==> src/rtl/hs_pkg.sv <==
package hs_pkg;
   // Control-port bit numbers used by the single-bit set/reset command
   localparam logic [2:0] BIT_EN_IN  = 3'd4;
   localparam logic [2:0] BIT_EN_OUT = 3'd6;

   typedef struct packed {
      logic en_out;
      logic en_in;
   } hs_en_t;
endpackage

==> src/rtl/hs_sync.sv <==
module hs_sync #(
   parameter int          W       = 1,
   parameter int          STAGES  = 2,
   parameter logic [W-1:0] RST_VAL = '0
) (
   input  logic         clk,
   input  logic         rst_n,
   input  logic [W-1:0] d,
   output logic [W-1:0] q
);
   if (W < 1) begin : g_bad_w
      $error("hs_sync: W must be at least 1");
   end
   if (STAGES < 0 || STAGES > 4) begin : g_bad_stages
      $error("hs_sync: STAGES must be 0..4");
   end

   if (STAGES == 0) begin : g_pass
      assign q = d;
   end else begin : g_chain
      logic [STAGES-1:0][W-1:0] chain_q;
      always_ff @(posedge clk or negedge rst_n) begin
         if (!rst_n) begin
            for (int i = 0; i < STAGES; i++) chain_q[i] <= RST_VAL;
         end else begin
            chain_q[0] <= d;
            for (int i = 1; i < STAGES; i++) chain_q[i] <= chain_q[i-1];
         end
      end
      assign q = chain_q[STAGES-1];
   end
endmodule

==> src/rtl/hs_out_path.sv <==
module hs_out_path #(
   parameter int DATA_W = 8
) (
   input  logic              clk,
   input  logic              rst_n,
   input  logic              cpu_wr,
   input  logic [DATA_W-1:0] cpu_wdata,
   input  logic              ack_s_n,
   output logic [DATA_W-1:0] out_q,
   output logic              obf_n_q
);
   logic obf_n_d;

   always_comb begin
      obf_n_d = obf_n_q;
      if (cpu_wr)        obf_n_d = 1'b0;   // write wins over acknowledge
      else if (!ack_s_n) obf_n_d = 1'b1;
   end

   always_ff @(posedge clk or negedge rst_n) begin
      if (!rst_n) begin
         out_q   <= '0;
         obf_n_q <= 1'b1;
      end else begin
         if (cpu_wr) out_q <= cpu_wdata;
         obf_n_q <= obf_n_d;
      end
   end

   AST_WR_LOADS:   assert property (@(posedge clk) disable iff (!rst_n)
                      cpu_wr |=> out_q == $past(cpu_wdata));
   AST_WR_EMPTIES: assert property (@(posedge clk) disable iff (!rst_n)
                      cpu_wr |=> !obf_n_q);
   AST_ACK_TAKES:  assert property (@(posedge clk) disable iff (!rst_n)
                      (!ack_s_n && !cpu_wr) |=> obf_n_q);
   AST_OUT_HOLD:   assert property (@(posedge clk) disable iff (!rst_n)
                      !cpu_wr |=> $stable(out_q));
endmodule

==> src/rtl/hs_in_path.sv <==
module hs_in_path #(
   parameter int DATA_W = 8
) (
   input  logic              clk,
   input  logic              rst_n,
   input  logic              cpu_rd,
   input  logic              stb_s_n,
   input  logic [DATA_W-1:0] bus_s,
   output logic [DATA_W-1:0] in_q,
   output logic              ibf_q
);
   logic ibf_d;

   always_comb begin
      ibf_d = ibf_q;
      if (!stb_s_n)    ibf_d = 1'b1;   // capture wins over read
      else if (cpu_rd) ibf_d = 1'b0;
   end

   always_ff @(posedge clk or negedge rst_n) begin
      if (!rst_n) begin
         in_q  <= '0;
         ibf_q <= 1'b0;
      end else begin
         if (!stb_s_n) in_q <= bus_s;
         ibf_q <= ibf_d;
      end
   end

   AST_STB_FILLS: assert property (@(posedge clk) disable iff (!rst_n)
                     !stb_s_n |=> (ibf_q && in_q == $past(bus_s)));
   AST_RD_CLEARS: assert property (@(posedge clk) disable iff (!rst_n)
                     (cpu_rd && stb_s_n) |=> !ibf_q);
   AST_IBF_HOLD:  assert property (@(posedge clk) disable iff (!rst_n)
                     (!cpu_rd && ibf_q) |=> ibf_q);
endmodule

==> src/rtl/hs_intr.sv <==
module hs_intr
   import hs_pkg::*;
(
   input  logic       clk,
   input  logic       rst_n,
   input  logic       cfg_wr,
   input  logic [2:0] cfg_bit,
   input  logic       cfg_val,
   input  logic       obf_n,
   input  logic       ack_s_n,
   input  logic       ibf,
   input  logic       stb_s_n,
   output logic       intr
);
   hs_en_t en_q;
   logic   out_cond;
   logic   in_cond;

   always_ff @(posedge clk or negedge rst_n) begin
      if (!rst_n) begin
         en_q <= '0;
      end else if (cfg_wr) begin
         if (cfg_bit == BIT_EN_OUT) en_q.en_out <= cfg_val;
         if (cfg_bit == BIT_EN_IN)  en_q.en_in  <= cfg_val;
      end
   end

   assign out_cond = obf_n & ack_s_n & en_q.en_out;
   assign in_cond  = ibf & stb_s_n & en_q.en_in;
   assign intr     = out_cond | in_cond;

   AST_INTR_NEEDS_EN: assert property (@(posedge clk) disable iff (!rst_n)
                         intr |-> (en_q.en_out || en_q.en_in));
   AST_OTHER_BITS:    assert property (@(posedge clk) disable iff (!rst_n)
                         (cfg_wr && cfg_bit != BIT_EN_OUT && cfg_bit != BIT_EN_IN)
                         |=> $stable(en_q));
   AST_NO_INTR_BUSY:  assert property (@(posedge clk) disable iff (!rst_n)
                         (!obf_n && !ibf) |-> !intr);
endmodule

==> src/rtl/hs_bidir_port.sv <==
module hs_bidir_port #(
   parameter int DATA_W      = 8,
   parameter int SYNC_STAGES = 2
) (
   input  logic              clk,
   input  logic              rst_n,
   input  logic              cpu_wr,
   input  logic [DATA_W-1:0] cpu_wdata,
   input  logic              cpu_rd,
   output logic [DATA_W-1:0] cpu_rdata,
   input  logic              cfg_wr,
   input  logic [2:0]        cfg_bit,
   input  logic              cfg_val,
   input  logic [DATA_W-1:0] bus_in,
   output logic [DATA_W-1:0] bus_out,
   output logic              bus_oe,
   input  logic              ack_n,
   input  logic              stb_n,
   output logic              obf_n,
   output logic              ibf,
   output logic              intr
);
   localparam int SYNC_W = DATA_W + 2;

   if (DATA_W < 1) begin : g_bad_width
      $error("hs_bidir_port: DATA_W must be at least 1");
   end

   logic [SYNC_W-1:0] raw_in;
   logic [SYNC_W-1:0] sync_out;
   logic              ack_s_n;
   logic              stb_s_n;
   logic [DATA_W-1:0] bus_s;

   // Bus data travels through the same stages as the strobe so both arrive together.
   assign raw_in = {ack_n, stb_n, bus_in};

   hs_sync #(
      .W       (SYNC_W),
      .STAGES  (SYNC_STAGES),
      .RST_VAL ({2'b11, {DATA_W{1'b0}}})
   ) u_sync (
      .clk   (clk),
      .rst_n (rst_n),
      .d     (raw_in),
      .q     (sync_out)
   );

   assign ack_s_n = sync_out[SYNC_W-1];
   assign stb_s_n = sync_out[SYNC_W-2];
   assign bus_s   = sync_out[DATA_W-1:0];

   hs_out_path #(.DATA_W(DATA_W)) u_out (
      .clk       (clk),
      .rst_n     (rst_n),
      .cpu_wr    (cpu_wr),
      .cpu_wdata (cpu_wdata),
      .ack_s_n   (ack_s_n),
      .out_q     (bus_out),
      .obf_n_q   (obf_n)
   );

   hs_in_path #(.DATA_W(DATA_W)) u_in (
      .clk     (clk),
      .rst_n   (rst_n),
      .cpu_rd  (cpu_rd),
      .stb_s_n (stb_s_n),
      .bus_s   (bus_s),
      .in_q    (cpu_rdata),
      .ibf_q   (ibf)
   );

   hs_intr u_intr (
      .clk     (clk),
      .rst_n   (rst_n),
      .cfg_wr  (cfg_wr),
      .cfg_bit (cfg_bit),
      .cfg_val (cfg_val),
      .obf_n   (obf_n),
      .ack_s_n (ack_s_n),
      .ibf     (ibf),
      .stb_s_n (stb_s_n),
      .intr    (intr)
   );

   // Pad drive follows the raw acknowledge so the bus turns around at once.
   assign bus_oe = ~ack_n;

   AST_OE_ONLY_ON_ACK: assert property (@(posedge clk) disable iff (!rst_n)
                          bus_oe |-> !ack_n);
endmodule

==> config.mk <==
export PLATFORM = sky130hd
export DESIGN_NAME = hs_bidir_port
export DESIGN_NICKNAME = d
export VERILOG_FILES = /design/src/rtl/hs_pkg.sv /design/src/rtl/hs_sync.sv /design/src/rtl/hs_out_path.sv /design/src/rtl/hs_in_path.sv /design/src/rtl/hs_intr.sv /design/src/rtl/hs_bidir_port.sv
export SDC_FILE = /design/constraint.sdc
export NUM_CORES = 1
export LEC_CHECK = 0
export BUFFER_PORTS_ARGS = -buffer_cell sky130_fd_sc_hd__buf_2
export CAP_MARGIN = 20
export CORE_ASPECT_RATIO = 0.9
export CORE_UTILIZATION = 53
export CTS_BUF_LIST = sky130_fd_sc_hd__clkbuf_8
export CTS_CLUSTER_DIAMETER = 30
export DETAILED_ROUTE_END_ITERATION = 7
export HOLD_SLACK_MARGIN = 0.08
export PLACE_DENSITY_LB_ADDON = 0.08
export RECOVER_POWER = 100
export SLEW_MARGIN = 20
export SYNTH_ARGS = -nofsm -noshare
export SYNTH_HDL_FRONTEND = slang
export SYNTH_SLANG_ARGS = --single-unit
export TNS_END_PERCENT = 50
==> constraint.sdc <==
create_clock -name clk -period 2 [get_ports clk]
set_clock_uncertainty 0.05 [all_clocks]
set_input_delay 0.1 -clock clk [delete_from_list [all_inputs] [get_ports clk]]
set_output_delay 0.1 -clock clk [all_outputs]
set_load 0.03 [all_outputs]
## After elaboration in Yosys (flattened, before gate mapping)

Index checks and enable logic that the tools add are counted.

| word-level totals | value |
|---|---|
| output and inout bits | 20 |
| logic and storage cells | 24 |
| flip-flop bits (word level) | 40 |
| memories | 0 |
| memory bits (read-only) | 0 |
| bits in latches | 0 |
| RAM bits | 0 |
| input port bits | 27 |

| cells by class | value |
|---|---|
| reduce and logical (&&, ||, !) cells | 2 |
| magnitude comparators | 0 |
| multiply operators | 0 |
| shift operators | 0 |
| bitwise gates (word level) | 6 |
| mux-type cells | 4 |
| add/sub/neg operators | 0 |
| div/mod/pow operators | 0 |
| eq/ne operators | 4 |

Operators with widths:

| cell | number |
|---|---|
| equality test 3 bit, second input constant | 2 |
| AND 1 bit | 4 |
| two-way mux 1 bit | 4 |
| != test 2 bit, second input constant | 2 |
| AND reduction 2 bit | 2 |
| NOT 1 bit | 1 |
| OR 1 bit | 1 |

## Logic depth before layout (Yosys ltp)

Gate-level depths: netlist of run 1.

| logic depth | value |
|---|---|
| depth in word-level cells | 3 |
| mapped depth | 3 |

## Modules after synthesis

From an unflattened synthesis of run 1, not the netlist that was laid out.

| unflattened totals | value |
|---|---|
| cells, all modules | 80 |
| area total of the unflattened synthesis | 1427.6 um^2 |

Modules (own cells, without submodules):

| module | cells each | area each (um^2) | instances | sequential area each (um^2) |
|---|---|---|---|---|
| hs_sync | 30 | 580.6 | 1 | 505.5 |
| hs_out_path | 20 | 366.6 | 1 | 226.5 |
| hs_in_path | 20 | 365.4 | 1 | 225.2 |
| hs_intr | 9 | 111.4 | 1 | 50.0 |
| hs_bidir_port | 1 | 3.8 | 1 | 0.0 |

## Least setup slack after synthesis of run 1

OpenSTA, ideal clock, no wires.

| path | value |
|---|---|
| path kind | flip-flop to flip-flop |
| from | reg u_sync.g_chain.chain_q, in the netlist u_sync.q[8] |
| to | reg u_in.in_q[0] |
| data required time | 1.825 ns |
| path buffers | 1 |
| period minus slack after synthesis | 1.186 ns |
| setup slack | 0.814 ns |
| data arrival time | 1.011 ns |
| stages on the path, launching flop included | 3 |
| path through | dfstp_2 buf_2 mux2_2 |

RTL lines:

| what | line | source |
|---|---|---|
| start, declared | hs_sync.sv:21 | `logic [STAGES-1:0][W-1:0] chain_q;` |
| end signal, assigned | hs_in_path.sv:25 | `if (!stb_s_n) in_q <= bus_s;` |
| end, declared | hs_in_path.sv:9 | `output logic [DATA_W-1:0] in_q,` |

No word-level cell between the ends.

## Worst setup path in the final report of run 1

| path | value |
|---|---|
| from | reg u_sync.g_chain.chain_q, in the netlist u_sync.q[8] |
| to | out intr |

| between the ends | value |
|---|---|
| cells in the longest elaborated chain, start to end | 3 |

RTL lines:

| what | line | source |
|---|---|---|
| AND 1 bit (2 in series) | hs_intr.sv:29 | `assign in_cond = ibf & stb_s_n & en_q.en_in;` |
| OR 1 bit | hs_intr.sv:30 | `assign intr = out_cond \| in_cond;` |
| end, declared | hs_bidir_port.sv:21 | `output logic intr` |

Every way passes these cells.

==> metrics.txt, run 1 <==
worst skew pair latency ~280 ps; Layout area overhead 41.94%; Slew Limit Fails 0; gr busiest metal met2; post-synth cell types 12; row count 16; Peak VDD IR 0.6778 mV; Num CTS Buffers 5; post-synthesis sequential area ratio 78.69%; worst hold endpoint u_intr.en_q[1]; initial DRC count 0; layout cell share with drive strength beyond 1 35.42%; period utilization between 70% and 80%; vias in the first global route between 800 and 900; Worst-Margin Slew 932.3 ps; crit path from u_sync.q[8]; most frequent cells in the layout 35 x dfrtp_1, 23 x buf_2, 22 x dlygate4sd3_1, 22 x clkbuf_1, 17 x mux2_2; largest net degree at the start of global routing 41; Yosys reg bits 40; R2R cell count 1; critical path, cell by cell nand3_1 -> nand2_1 -> buf_2; Ports 47; Total GRT Usage 20.46%; final setup violation count 0; dpl hpwl 1216 um; CTS tree yes; clock buffer depth 2; die area 0.002616 mm^2; Mapped Avg Cell Area 18.29 um^2; Worst R2R Setup Slack roughly 670 ps; hold path start cfg_bit[1]; CTS sink count 40; chip width 53.80 um; slowest stage delay, CP 770 ps; drt via density around 4.6; Clock transition at path regs roughly 70 ps; crit path capture type output pin; GRT overflow 0; Total Wirelength 2301 um; Crit Path Max Fanout 10; f_max 0.6342 GHz; clock root buffer master clkbuf_8; H-Tree Depth 2; fin crit period ~1600 ps; Power Total 0.001671 W; Final TNS setup 0 ps; most common cell after layout, fill and taps aside dfrtp_1; Final Hold Vio Count 0; core box area 0.002222 mm^2; post-route ant nets 0; RSZ-0062 raised after global routing no; detailed-route via count 794; maxcap violations 0; worst min path class in -> reg; r2r endpoint u_in.in_q[7]; CP Class reg -> out; first-pass GRT wire length approximately 3500 um; Slowest-stage cell, CP dfstp_1; Die Y approximately 50 um; Final Non-Filler Cells between 150 and 200; M3 GR Usage between 10% and 20%; antenna violations before repair 0; pwr dens 919.9 mW/mm^2; hold path depth 3; Final GP Congestion 0.5792; critical path required time 1850 ps; DRT Pass-1 Iters 1; Starting Density 57.60%; Nets 170; Critical R2R Launch u_sync.q[8]; syn_nets 97; Netlist Area Pre-Place 0.001280 mm^2; Syn. warnings 0; met1 usage in global routing 24.12%; IO Port Bufs 46; drt wl/cell 13.46 um; Setup crit start kind flop; placed cell count about 140; Post-Syn Instances 70; drt drc 0; M2 GR Usage 30.04%; status finished, final reports clean; worst path arrival time 1430 ps; n_diodes 0; Leak between 0.8 and 0.9 nW; slew margin rel. 37.84%
synth_stat cells:
library cell  instances  area, um^2
nand3_1               2       10.01
dfstp_2               5       131.4
mux2_4                1       15.01
and4bb_1              1       12.51
nand2_1               1       3.750
nand4b_1              1       8.760
buf_2                 2       10.01
inv_1                 3       11.26
a21oi_1               1       5.000
dfrtp_1              35       875.8
mux2_2               17       191.4
o21ai_0               1       5.000
per-stage QoR:
| step | cell area (um^2) | hold WS, ps | worst slack (ps) | utilization (%) |
|---|---|---|---|---|
| final | 1817 | 126.4 | 423.3 | 81.76 |
| after global routing | 1817 | 141.5 | 339.0 | 81.76 |
| after CTS | 1844 | 117.9 | 533.7 | 83.00 |
| after detailed placement | 1534 | 156.5 | 809.5 | 69.03 |
| after global placement | 1534 | 155.1 | 839.5 | 69.03 |
| after floorplan | 1280 | -245.6 | 814.1 | - |
timing repair:
item	4_1_cts	5_1_grt
endpoints found under the hold margin	57	0
gates resized for setup	0	0
setup buffers	0	0
hold buffers	22	0
worst max path at each step:
stage                    to  slack (ps)
6_report               intr         420
5_1_grt                intr         340
3_5_place_dp   u_in.in_q[7]         810
3_3_place_gp   u_in.in_q[2]         840
2_1_floorplan  u_in.in_q[0]         810
4_1_cts                intr         530
state kept, by name (all words and copies together) (netlist names):
| register | flops |
|---|---|
| u_in.in_q | 8 |
| u_intr.en_q | 2 |
| u_out.out_q | 8 |
| u_sync.g_chain.chain_q | 10 |
| u_out.obf_n_q | 1 |
| u_in.ibf_q | 1 |
| u_sync.q | 10 |
cells by family (layout without fill, tap and decap cells):
family,after synthesis,after routing,share of synthesized area [%]
AOI/OAI and AO/OA,2,2,0.7813
muxes,18,18,16.13
and+or+nand+nor,5,5,2.737
buffers and inverters,5,79,1.662
DFF,40,40,78.69
layout make-up:
| cell class | count | area [um^2] |
|---|---|---|
| clock inverters | 2 | 7.507 |
| multi-input cells | 25 | 251.5 |
| clock buffers | 6 | 82.58 |
| well taps | 27 | 33.78 |
| inverters | 3 | 11.26 |
| flip-flops and latches | 40 | 1007 |
| fillers | 135 | 405.4 |
| repair buffers | 68 | 422.9 |
routing by layer:
metal	up-vias	share of wire, %
li1	377	-
met1	381	44
met2	30	50
met3	6	4.0
met4	0	1.8
met5	-	0
critical path, delay by kind of cell, from the launching register on:
kind | cells | cell delay, ps
buffers and inverters | 1 | 190
DFF | 1 | 770
and+or+nand+nor | 2 | 190
power breakdown:
part	total [W]	internal, W	switching, W
Combinational	0.000243	0.000102	0.000141
Sequential	0.000910	0.000877	0.0000330
Clock	0.000518	0.000271	0.000247
Total	0.00167	0.00125	0.000422
Power figures use the tool's default switching activity.
==> run 2: changes to the inputs <==
--- a/config.mk
+++ b/config.mk
@@ -5,10 +5,11 @@
 export SDC_FILE = /design/constraint.sdc
 export NUM_CORES = 1
 export LEC_CHECK = 0
+export ABC_AREA = 1
 export BUFFER_PORTS_ARGS = -buffer_cell sky130_fd_sc_hd__buf_2
 export CAP_MARGIN = 20
 export CORE_ASPECT_RATIO = 0.9
-export CORE_UTILIZATION = 53
+export CORE_UTILIZATION = 50
 export CTS_BUF_LIST = sky130_fd_sc_hd__clkbuf_8
 export CTS_CLUSTER_DIAMETER = 30
 export DETAILED_ROUTE_END_ITERATION = 7
==> constraint.sdc (replaced) <==
create_clock -name clk -period 1.6 [get_ports clk]
set_clock_uncertainty 0.05 [all_clocks]
set_input_delay 0.08 -clock clk [delete_from_list [all_inputs] [get_ports clk]]
set_output_delay 0.08 -clock clk [all_outputs]
set_load 0.03 [all_outputs]
==> run 2 against run 1 <==
Register-to-register slack lost 60 ps. Worst hold slack got worse by 23 ps. Synthesized area rose by 4.0%. Via count increased by 22%. Synthesized cell count grew 61%. First-iteration DRC count grew 33. Global-route usage increased by 0.14 points. Setup slack lost 310 ps. Critical path type is now in -> reg. Largest power group unchanged.
==> metrics.txt, run 2 <==
Total GRT Usage 20.60% (was 20.46%); row count 17 (was 16); detailed-route via count 967 (was 794); most frequent CP cell dlygate4sd3_1; critical path, cell by cell dlygate4sd3_1 -> buf_2 -> nor2_1 -> nand3_1 -> dlygate4sd3_1 -> nand2_1 (was nand3_1 -> nand2_1 -> buf_2); DRT Pass-1 Iters 4 (was 1); Ports 47 (unchanged); Final Hold Vio Count 0 (unchanged); die area 0.002873 mm^2 (was 0.002616 mm^2); IO Port Bufs 46 (unchanged); clock root buffer master clkbuf_8 (unchanged); Post-Syn Instances 113 (was 70); fin crit period 1489 ps; Syn. warnings 0 (unchanged); Layout area overhead 44.27% (was 41.94%); f_max 0.6715 GHz; r2r endpoint u_in.in_q[7] (unchanged); largest net degree at the start of global routing 20 (was 41); Crit Path Max Fanout 4 (was 10); worst min path class in -> reg (unchanged); n_diodes 0 (unchanged); antenna violations before repair 0 (unchanged); Nets 217 (was 170); Final TNS setup 0 ps (unchanged); Synth top cells by count 35 x dfrtp_1, 24 x nand2_1, 22 x inv_1, 14 x o21ai_0, 5 x dfstp_2 (was 35 x dfrtp_1, 17 x mux2_2, 5 x dfstp_2, 3 x inv_1); Leak 0.9629 nW (was 0.8360 nW); worst path bufs/invs 3 (was 1); clock buffer depth 2 (unchanged); pwr dens 1172 mW/mm^2 (was 919.9 mW/mm^2); drt wl/cell 11.11 um (was 13.46 um); CTS sink count 40 (unchanged); RSZ-0062 raised after global routing no (unchanged); worst hold endpoint u_intr.en_q[1] (unchanged); share of the synthesized area in the top cell type 65.79% (was 68.43%); post-route ant nets 0 (unchanged); Setup crit start kind input port (was flop); Top Layer Used met4 (unchanged); initial DRC count 33 (was 0); Starting Density 53.49% (was 57.60%); maxcap violations 0 (unchanged); Final GP Congestion 0.6568 (was 0.5792); Power Total 0.002250 W (was 0.001671 W); Worst-Margin Slew 965.0 ps (was 932.3 ps); Worst R2R Setup Slack 610 ps (was 670 ps); Post-synth EDFFs 0 (unchanged); Yosys reg bits 40 (unchanged); Die Y 50.95 um (was 48.62 um); Final Cell Area 0.001921 mm^2 (was 0.001817 mm^2); final setup violation count 0 (unchanged); chip width 56.39 um (was 53.80 um); core box area 0.002489 mm^2 (was 0.002222 mm^2); period utilization 93.07%; Post-CTS Setup Inserts 0 (unchanged); layout cell share with drive strength beyond 1 20.42% (was 35.42%); Slowest-stage cell, CP dlygate4sd3_1 (was dfstp_1); Peak VDD IR 1.093 mV (was 0.6778 mV); most frequent cells in the layout 35 x dfrtp_1, 25 x dlygate4sd3_1, 24 x nand2_1, 24 x buf_2 (was 35 x dfrtp_1, 23 x buf_2, 22 x dlygate4sd3_1, 22 x clkbuf_1, 17 x mux2_2); R2R cell count 1 (unchanged); drt via density 4.416 (was 4.643); syn_nets 140 (was 97); Clock transition at path regs 70 ps (about the same); post-synthesis sequential area ratio 75.66% (was 78.69%); worst skew pair latency 290 ps (was 280 ps); status finished, final reports clean (unchanged); Crit path depth 6 (was 3); hold path depth 5 (was 3); count leader, synth dfrtp_1 (unchanged); first-pass GRT wire length 4202 um (was 3512 um); met3 wire len 148 um (was 93 um); Total Wirelength 2432 um (was 2301 um); routed wl met2 1305 um (was 1158 um); Critical R2R Launch u_sync.q[8] (unchanged); most common cell after layout, fill and taps aside dfrtp_1 (unchanged); asr flop ratio synth 100.0% (unchanged); CTS tree yes (unchanged); Num CTS Buffers 5 (unchanged); slew margin rel. 35.67% (was 37.84%); post-synth cell types 12 (unchanged); H-Tree Depth 2 (unchanged); CP Class in -> reg (was reg -> out); slowest stage delay, CP 570 ps (was 770 ps); critical path required time 1770 ps (was 1850 ps); worst path arrival time 1660 ps (was 1430 ps); hold path start cfg_wr (was cfg_bit[1]); Most used DFF post-synth dfrtp_1 (unchanged); dpl cell area 0.001582 mm^2 (was 0.001534 mm^2); vias in the first global route 1047 (was 808); Slew Limit Fails 0 (unchanged); drt drc 0 (unchanged); Mapped Avg Cell Area 11.78 um^2 (was 18.29 um^2); WL met1 938 um (was 1006 um); Netlist Area Pre-Place 0.001331 mm^2 (was 0.001280 mm^2); Synth area leaders dfrtp_1 66%, dfstp_2 9.9%, nand2_1 6.8%, inv_1 6.2%, o21ai_0 5.3% (was dfrtp_1 68%, mux2_2 15%, dfstp_2 10%, mux2_4 1.2%, and4bb_1 0.98%); filler cell count 180 (was 135); dpl hpwl 1457 um (was 1216 um); Synth area leader dfrtp_1 (unchanged); crit path capture type flop (was output pin); delay-heaviest family, CP buffers and inverters (was flip-flops); GRT overflow 0 (unchanged)
==> run 2: layout make-up <==
cell class,count,area (um^2),share of cell area [%]
tap,28,35.03,1.824
inverter,22,82.58,4.300
clock buffer,6,82.58,4.300
sequential,40,1011,52.64
multi-input combinational,48,207.7,10.81
timing repair buffer,73,462.9,24.10
clock inverter,2,38.79,2.020
==> run 2: power by group <==
part | leakage (nW) | total, W | internal (W) | switching, W
registers | 0.470 | 0.00113 | 0.00109 | 0.0000377
logic | 0.432 | 0.000283 | 0.000104 | 0.000179
clock network | 0.0614 | 0.000838 | 0.000509 | 0.000329
==> run 2: logic make-up (layout without fill, tap and decap cells) <==
family / count (synthesis) / in the layout / share of synthesized area (%)
AOI/OAI and AO/OA: 18 / 18 / 7.049
buffers and inverters: 25 / 103 / 8.459
DFF: 40 / 40 / 75.66
and+or+nand+nor: 30 / 30 / 8.835
==> run 2: tightest hold or removal path, cell delays in order <==
cell     delay [ps]
buf_2           100
inv_1            40
nor2_1           60
nand3_1          70
nand2_1          50
==> run 2: worst max-delay path by stage <==
stage	from	end	slack [ps]
floorplan	u_sync.q[8]	intr	420
global placement	u_sync.q[8]	intr	450
detailed placement	u_sync.q[8]	intr	420
CTS	u_sync.q[8]	intr	90
global route	rst_n	u_sync.g_chain.chain_q[9]	20
finish	cfg_bit[0]	u_intr.en_q[0]	110
==> run 2: per-stage QoR <==
step	hold WS (ps)	utilization (%)	instances	setup slack [ps]
after floorplan	-265.6	-	113	420.8
after global placement	-22.29	63.55	186	445.6
after detailed placement	-16.23	63.55	186	418.9
after CTS	102.2	78.48	219	87.77
after global routing	135.7	77.17	219	15.66
final	103.3	77.17	219	110.9
==> run 2: routing by layer <==
layer	track usage, %	vias to the layer above
li1	-	491
met1	19.55	439
met2	38.29	33
met3	9.620	4
met4	8.537	0
met5	0	-
==> run 2: what timing repair did <==
| item | CTS | global route |
|---|---|---|
| endpoints found under the setup margin | 0 | 1 |
| endpoints found under the hold margin | 60 | 0 |
| hold buffers | 25 | 0 |
| resized for setup | 0 | 1 |
